**config.mk**
```make
export PLATFORM = sky130hd
export DESIGN_NAME = pwrgate_interval_timer
export DESIGN_NICKNAME = d
export VERILOG_FILES = /design/src/rtl/ptmr_pkg.sv /design/src/rtl/ptmr_regs.sv /design/src/rtl/ptmr_gate.sv /design/src/rtl/ptmr_counter.sv /design/src/rtl/pwrgate_interval_timer.sv
export SDC_FILE = /design/constraint.sdc
export NUM_CORES = 1
export LEC_CHECK = 0
export BUFFER_PORTS_ARGS = -buffer_cell sky130_fd_sc_hd__buf_2
export CELL_PAD_IN_SITES_DETAIL_PLACEMENT = 0
export CELL_PAD_IN_SITES_GLOBAL_PLACEMENT = 1
export CORE_MARGIN = 2
export CORE_UTILIZATION = 43
export CTS_CLUSTER_SIZE = 30
export DETAILED_ROUTE_END_ITERATION = 8
export HOLD_SLACK_MARGIN = 0.06
export MAX_ROUTING_LAYER = met4
export PLACE_DENSITY_LB_ADDON = 0.1
export SYNTH_ARGS = -nofsm -noshare
export SYNTH_HDL_FRONTEND = slang
export SYNTH_SLANG_ARGS = --single-unit
```
**constraint.sdc**
```tcl
create_clock -name clk -period 3.57 [get_ports clk]
set_clock_uncertainty 0.2 [all_clocks]
set_input_delay 0.714 -clock clk [delete_from_list [all_inputs] [get_ports clk]]
set_output_delay 0.714 -clock clk [all_outputs]
set_load 0.02 [all_outputs]
```
**src/rtl/ptmr_pkg.sv**
```systemverilog
package ptmr_pkg;
  localparam int B_EN    = 0;
  localparam int B_FLAG  = 1;
  localparam int B_IE    = 2;
  localparam int B_OVW   = 3;
  localparam int B_DBGF  = 4;
  localparam int B_DOZEF = 5;
  localparam int CTRL_BITS = 6;

  typedef struct packed {
    logic dozef;
    logic dbgf;
    logic ovw;
    logic ie;
    logic en;
  } ctrl_t;
endpackage

```
**src/rtl/ptmr_regs.sv**
```systemverilog
module ptmr_regs
  import ptmr_pkg::*;
#(
  parameter int CNT_W = 16,
  parameter logic [CNT_W-1:0] MOD_RST = '1
) (
  input  logic                 clk,
  input  logic                 rst,
  input  logic                 wr_en,
  input  logic                 wr_addr,
  input  logic [2*CNT_W/8-1:0] wr_be,
  input  logic [2*CNT_W-1:0]   wr_data,
  output ctrl_t                ctrl_q,
  output ctrl_t                ctrl_d,
  output logic [CNT_W-1:0]     mod_q,
  output logic [CNT_W-1:0]     load_val,
  output logic                 load_now,
  output logic                 flag_clr
);
  localparam int BE_W = 2 * CNT_W / 8;
  localparam int HB   = BE_W / 2;

  logic             wr0, mod_wr, ctrl_wr;
  logic [CNT_W-1:0] mod_d;
  logic             unused_bits;

  assign wr0     = wr_en && !wr_addr;
  assign ctrl_wr = wr0 && wr_be[0];
  assign mod_wr  = wr0 && (|wr_be[BE_W-1:HB]);

  for (genvar j = 0; j < HB; j++) begin : g_lane
    assign mod_d[8*j +: 8] = (wr0 && wr_be[HB+j]) ? wr_data[CNT_W + 8*j +: 8]
                                                   : mod_q[8*j +: 8];
  end

  always_comb begin
    ctrl_d = ctrl_q;
    if (ctrl_wr) begin
      ctrl_d.en    = wr_data[B_EN];
      ctrl_d.ie    = wr_data[B_IE];
      ctrl_d.ovw   = wr_data[B_OVW];
      ctrl_d.dbgf  = wr_data[B_DBGF];
      ctrl_d.dozef = wr_data[B_DOZEF];
    end
  end

  assign flag_clr = ctrl_wr && wr_data[B_FLAG];
  assign load_now = (mod_wr && ctrl_q.ovw) ||
                    (ctrl_wr && wr_data[B_EN] && !ctrl_q.en);
  assign load_val = mod_d;
  assign unused_bits = ^{wr_data[CNT_W-1:CTRL_BITS], wr_be};

  always_ff @(posedge clk) begin
    if (rst) begin
      ctrl_q <= '0;
      mod_q  <= MOD_RST;
    end else begin
      ctrl_q <= ctrl_d;
      mod_q  <= mod_d;
    end
  end

  // a write to the count word leaves configuration untouched
  p_cnt_word_ro_r8: assert property (@(posedge clk) disable iff (rst)
    (wr_en && wr_addr) |=> ($stable(mod_q) && $stable(ctrl_q)));
endmodule

```
**src/rtl/ptmr_gate.sv**
```systemverilog
module ptmr_gate
  import ptmr_pkg::*;
(
  input  logic  clk,
  input  logic  rst,
  input  ctrl_t ctrl_q,
  input  logic  mode_wait,
  input  logic  mode_doze,
  input  logic  mode_stop,
  input  logic  mode_debug,
  output logic  advance
);
  logic freeze;
  logic unused_wait;

  assign freeze  = (mode_doze && ctrl_q.dozef) ||
                   (mode_debug && ctrl_q.dbgf) || mode_stop;
  assign advance = ctrl_q.en && !freeze;
  assign unused_wait = mode_wait;

  // wait alone never stops an enabled timer
  p_wait_neutral_r9: assert property (@(posedge clk) disable iff (rst)
    (mode_wait && !mode_doze && !mode_debug && !mode_stop && ctrl_q.en) |-> advance);
endmodule

```
**src/rtl/ptmr_counter.sv**
```systemverilog
module ptmr_counter #(
  parameter int CNT_W = 16,
  parameter logic [CNT_W-1:0] CNT_RST = '1
) (
  input  logic             clk,
  input  logic             rst,
  input  logic             advance,
  input  logic             load_now,
  input  logic [CNT_W-1:0] load_val,
  input  logic [CNT_W-1:0] mod_q,
  input  logic             flag_clr,
  output logic [CNT_W-1:0] count_q,
  output logic             flag_q,
  output logic             flag_d
);
  logic [CNT_W-1:0] cnt_d;
  logic             wrap;

  always_comb begin
    cnt_d = count_q;
    wrap  = 1'b0;
    if (load_now) begin
      cnt_d = load_val;
    end else if (advance) begin
      if (count_q == '0) begin
        cnt_d = mod_q;
        wrap  = 1'b1;
      end else begin
        cnt_d = count_q - 1'b1;
      end
    end
  end

  assign flag_d = wrap || (flag_q && !flag_clr);

  always_ff @(posedge clk) begin
    if (rst) begin
      count_q <= CNT_RST;
      flag_q  <= 1'b0;
    end else begin
      count_q <= cnt_d;
      flag_q  <= flag_d;
    end
  end

  // one step down per enabled clock
  p_step_down_r3: assert property (@(posedge clk) disable iff (rst)
    (advance && !load_now && count_q != '0) |=> (count_q == $past(count_q) - 1'b1));
  // expiry reloads the modulus and raises the flag
  p_reload_r3: assert property (@(posedge clk) disable iff (rst)
    (advance && !load_now && count_q == '0) |=> (count_q == $past(mod_q) && flag_q));
  // no step and no load means the count holds
  p_hold_r13: assert property (@(posedge clk) disable iff (rst)
    (!advance && !load_now) |=> $stable(count_q));
  // the flag rises only on an expiry
  p_flag_src_r5: assert property (@(posedge clk) disable iff (rst)
    (!flag_q && !(advance && !load_now && count_q == '0)) |=> !flag_q);
endmodule

```
**src/rtl/pwrgate_interval_timer.sv**
```systemverilog
module pwrgate_interval_timer
  import ptmr_pkg::*;
#(
  parameter int CNT_W = 16,
  parameter logic [CNT_W-1:0] MOD_RST = '1
) (
  input  logic                 clk,
  input  logic                 rst,
  input  logic                 mode_wait,
  input  logic                 mode_doze,
  input  logic                 mode_stop,
  input  logic                 mode_debug,
  input  logic                 wr_en,
  input  logic                 wr_addr,
  input  logic [2*CNT_W/8-1:0] wr_be,
  input  logic [2*CNT_W-1:0]   wr_data,
  input  logic                 rd_addr,
  output logic [2*CNT_W-1:0]   rd_data,
  output logic                 irq
);
  localparam int DW = 2 * CNT_W;

  ctrl_t            ctrl_q, ctrl_d;
  logic [CNT_W-1:0] mod_q, load_val, count_q;
  logic             load_now, flag_clr, advance, flag_q, flag_d;
  logic [DW-1:0]    rd_mux;

  ptmr_regs #(.CNT_W(CNT_W), .MOD_RST(MOD_RST)) u_regs (
    .clk(clk), .rst(rst), .wr_en(wr_en), .wr_addr(wr_addr), .wr_be(wr_be),
    .wr_data(wr_data), .ctrl_q(ctrl_q), .ctrl_d(ctrl_d), .mod_q(mod_q),
    .load_val(load_val), .load_now(load_now), .flag_clr(flag_clr)
  );

  ptmr_gate u_gate (
    .clk(clk), .rst(rst), .ctrl_q(ctrl_q), .mode_wait(mode_wait),
    .mode_doze(mode_doze), .mode_stop(mode_stop), .mode_debug(mode_debug),
    .advance(advance)
  );

  ptmr_counter #(.CNT_W(CNT_W), .CNT_RST(MOD_RST)) u_cnt (
    .clk(clk), .rst(rst), .advance(advance), .load_now(load_now),
    .load_val(load_val), .mod_q(mod_q), .flag_clr(flag_clr),
    .count_q(count_q), .flag_q(flag_q), .flag_d(flag_d)
  );

  always_comb begin
    if (rd_addr) begin
      rd_mux = {{CNT_W{1'b0}}, count_q};
    end else begin
      rd_mux = {mod_q, {(CNT_W-CTRL_BITS){1'b0}}, ctrl_q.dozef, ctrl_q.dbgf,
                ctrl_q.ovw, ctrl_q.ie, flag_q, ctrl_q.en};
    end
  end

  always_ff @(posedge clk) begin
    if (rst) begin
      rd_data <= '0;
      irq     <= 1'b0;
    end else begin
      rd_data <= rd_mux;
      irq     <= flag_d && ctrl_d.ie;
    end
  end

  // stop freezes the count and keeps the flag from rising
  p_stop_freeze_r12: assert property (@(posedge clk) disable iff (rst)
    (mode_stop && !load_now) |=> ($stable(count_q) && !$rose(flag_q)));
  // interrupt stays low while masked
  p_irq_masked_r6: assert property (@(posedge clk) disable iff (rst)
    !ctrl_q.ie |-> !irq);
  // interrupt follows the flag
  p_irq_flag_r6: assert property (@(posedge clk) disable iff (rst)
    irq |-> flag_q);
endmodule

```
==> key figures <==
Run status
  • Status: completed

Timing
  • Final TNS setup: 0 ns
  • Fin worst setup slack: about 0.84 ns
  • Endpoints failing setup: 0
  • Hold_ws: slightly below 0.3 ns
  • Worst slew pin tran: roughly 0.67 ns
  • RSZ-0062 raised after global routing: no
  • Period utilization: 0.764
  • Max-slew violation count: 0
  • Worst slew margin: 0.552
  • Final Hold Viols: 0
  • Min Tclk post-route: approximately 2.7 ns
  • Fmax: about 370 MHz

Clock tree
  • Root buf cell: clkbuf_8
  • PostCTS Resize Cnt: 0
  • Clock Latency Late Sink: 0.35 ns
  • CTS buffer count: 9
  • Max H-tree Level: 3
  • CTS Sinks: 71
  • CTS tree: done
  • Hold_buf cts: 0
  • Maximum clock path buffer count: 2
  • Clock transition at path regs: 0.08 ns
  • Postcts setup bufs: 0

Finish
  • Share of cells above drive strength 1: 0.278
  • Most common cell after layout, fill and taps aside: dfxtp_1
  • Commonest non-fill, non-tap cells in the layout: 71 x dfxtp_1, 65 x buf_2, 38 x nor2_1, 31 x mux2i_1, 26 x and2_1
  • Fill cells: about 740
  • Synth-to-layout area growth: 17.3%
  • Antenna cells: 0
  • Layout Nets: roughly 430

Critical path
  • Setup CP Type: flip-flop to flip-flop
  • Worst EP arrival: 2.81 ns
  • Critical path required time: 3.66 ns
  • R2r setup slk: roughly 0.84 ns
  • R2R cell count: 5
  • Worst setup SP type: flip-flop
  • Critical-path maximum fanout: 15
  • CP Capture Type: flip-flop

Yosys
  • Post-synthesis cell type count: 54
  • YS warnings: 0
  • Avg Cell Area, Syn: 9.85 um^2
  • Post-synth ARST share: 0
  • Cell Area, Synth: roughly 3100 um^2
  • Seq cells post-synth: approximately 70
  • Number of cells produced by synthesis: between 300 and 400
  • Post-Syn Nets: 365
  • EDFF count, synth: 0
  • Seq/Total Area, Yosys: 0.454
  • Post-synth top flop: dfxtp_1

Floorplanning
  • Die Width: about 90 um
  • Starting density of the core: 0.439
  • Boundary Pins: a little under 80
  • DIE AREA: about 8000 um^2
  • Core ar.: 7140 um^2
  • # rows: 31
  • Die Ht: between 80 and 90 um

Min path
  • Hold crit path type: flip-flop to flip-flop
  • Hold Crit Depth: 1

Global route
  • Largest net degree at the start of global routing: 27
  • Vias in the first global route: about 2300
  • GR Overflow Total: 0
  • GRT Overall Usage: 0.197
  • Antenna violations before repair: 0
  • First-pass GRT wire length: ~11000 um

Power
  • Max VDD drop: approximately 230 uV
  • Cell Pwr Density: 455 nW/um^2
  • Total Power: between 1500 and 2000 uW
  • Pleak: between 0.0015 and 0.002 uW

Routing
  • Post-Route WL: about 7000 um
  • DRC violations left: 0
  • DRT Pass-1 Iters: 4
  • Routed len/inst: about 15 um
  • Vias: 2463
  • Via-to-Cell Ratio: 5.09
  • Final antenna-violating net count: 0
  • Drt initial violations: a little under 70

Placement
  • Placement Setup Slack: roughly 0.88 ns
  • GP Congestion: between 0.8 and 0.9
  • Dpl hpwl: 4850 um
  • Buffers on Ports: 65

Flow run
  • Maxcap violations: 0
==> metal layers <==
layer  vias to the layer above  part of all wire  track usage
li1                       1247                 -            -
met2                        57              0.46        0.306
met3                        10             0.041       0.0397
met4                         0             0.018       0.0733
met5                         -                 0            -
met1                      1149              0.48        0.254
==> final cells by class <==
type | count | area (um^2) | share of cell area
repair buffers | 72 | 378 | 0.103
clock buffers | 9 | 124 | 0.0337
well taps | 99 | 124 | 0.0337
inverters | 7 | 26.3 | 0.00715
multi-input cells | 219 | 1530 | 0.416
clock inverters | 7 | 72.6 | 0.0197
flip-flops and latches | 71 | 1420 | 0.387
==> registers in the layout, indices dropped and copies added, names as in the netlist <==
signal	cells
u_cnt.count_q	16
irq	1
u_cnt.flag_q	1
u_regs.ctrl_q	5
u_regs.mod_q	16
rd_data	32
==> logic make-up (layout without fill, tap and decap cells) <==
kind of cell               after synthesis  after routing  synth area share
and+or+nand+nor                        121            121             0.219
DFF                                     71             71             0.454
AOI/OAI and AO/OA                       58             58             0.143
muxes                                   31             31            0.0990
buffers and inverters                   28             95            0.0579
xor gates and xnor gates                 7              7            0.0196
adders and majority gates                2              2           0.00799
==> synthesized netlist by cell type (3+ instances only) <==
master    instances  share of area
nand2b_1         15          0.030
nand2_1           5         0.0060
clkbuf_1         10          0.012
nor2_1           38          0.046
and2_1           26          0.052
nor3_1            7          0.011
a311oi_1         12          0.034
inv_1             7         0.0084
o31ai_2           4          0.016
nand3b_1          6          0.014
clkbuf_8          5          0.022
nor2b_1           3         0.0060
mux2i_1          31          0.099
dfxtp_1          71           0.45
o21ai_1           6         0.0096
o21ai_0          15          0.024
xnor2_1           6          0.017
nor4_1            3         0.0060
a211oi_1          3         0.0072
==> final timing paths <==
path	start	end
worst max register to register	u_cnt.count_q[7]	irq
worst min-delay path	u_regs.mod_q[11]	rd_data[27]
worst max-delay path	u_cnt.count_q[7]	irq
worst min register to register	u_regs.mod_q[11]	rd_data[27]
==> where the power goes <==
part,switching (uW),internal (uW),leakage (uW)
registers,29.9,833,0.000585
logic,98.0,78.2,0.000959
clock network,312,323,0.0000956
==> stage by stage <==
stage,instances,cell area (um^2),utilization
2_1_floorplan,318,3130,-
3_3_place_gp,468,3480,0.488
3_5_place_dp,468,3480,0.488
4_1_cts,484,3680,0.515
5_1_grt,484,3680,0.515
6_report,484,3680,0.515
==> critical path, cell delays in order (launching register included) <==
cell     delay [ns]
dfxtp_1        0.39
or4_4          0.59
nor4_1         0.47
nand3_2        0.45
o21ai_0        0.37
and2_1         0.18
Power figures use the tool's default switching activity.
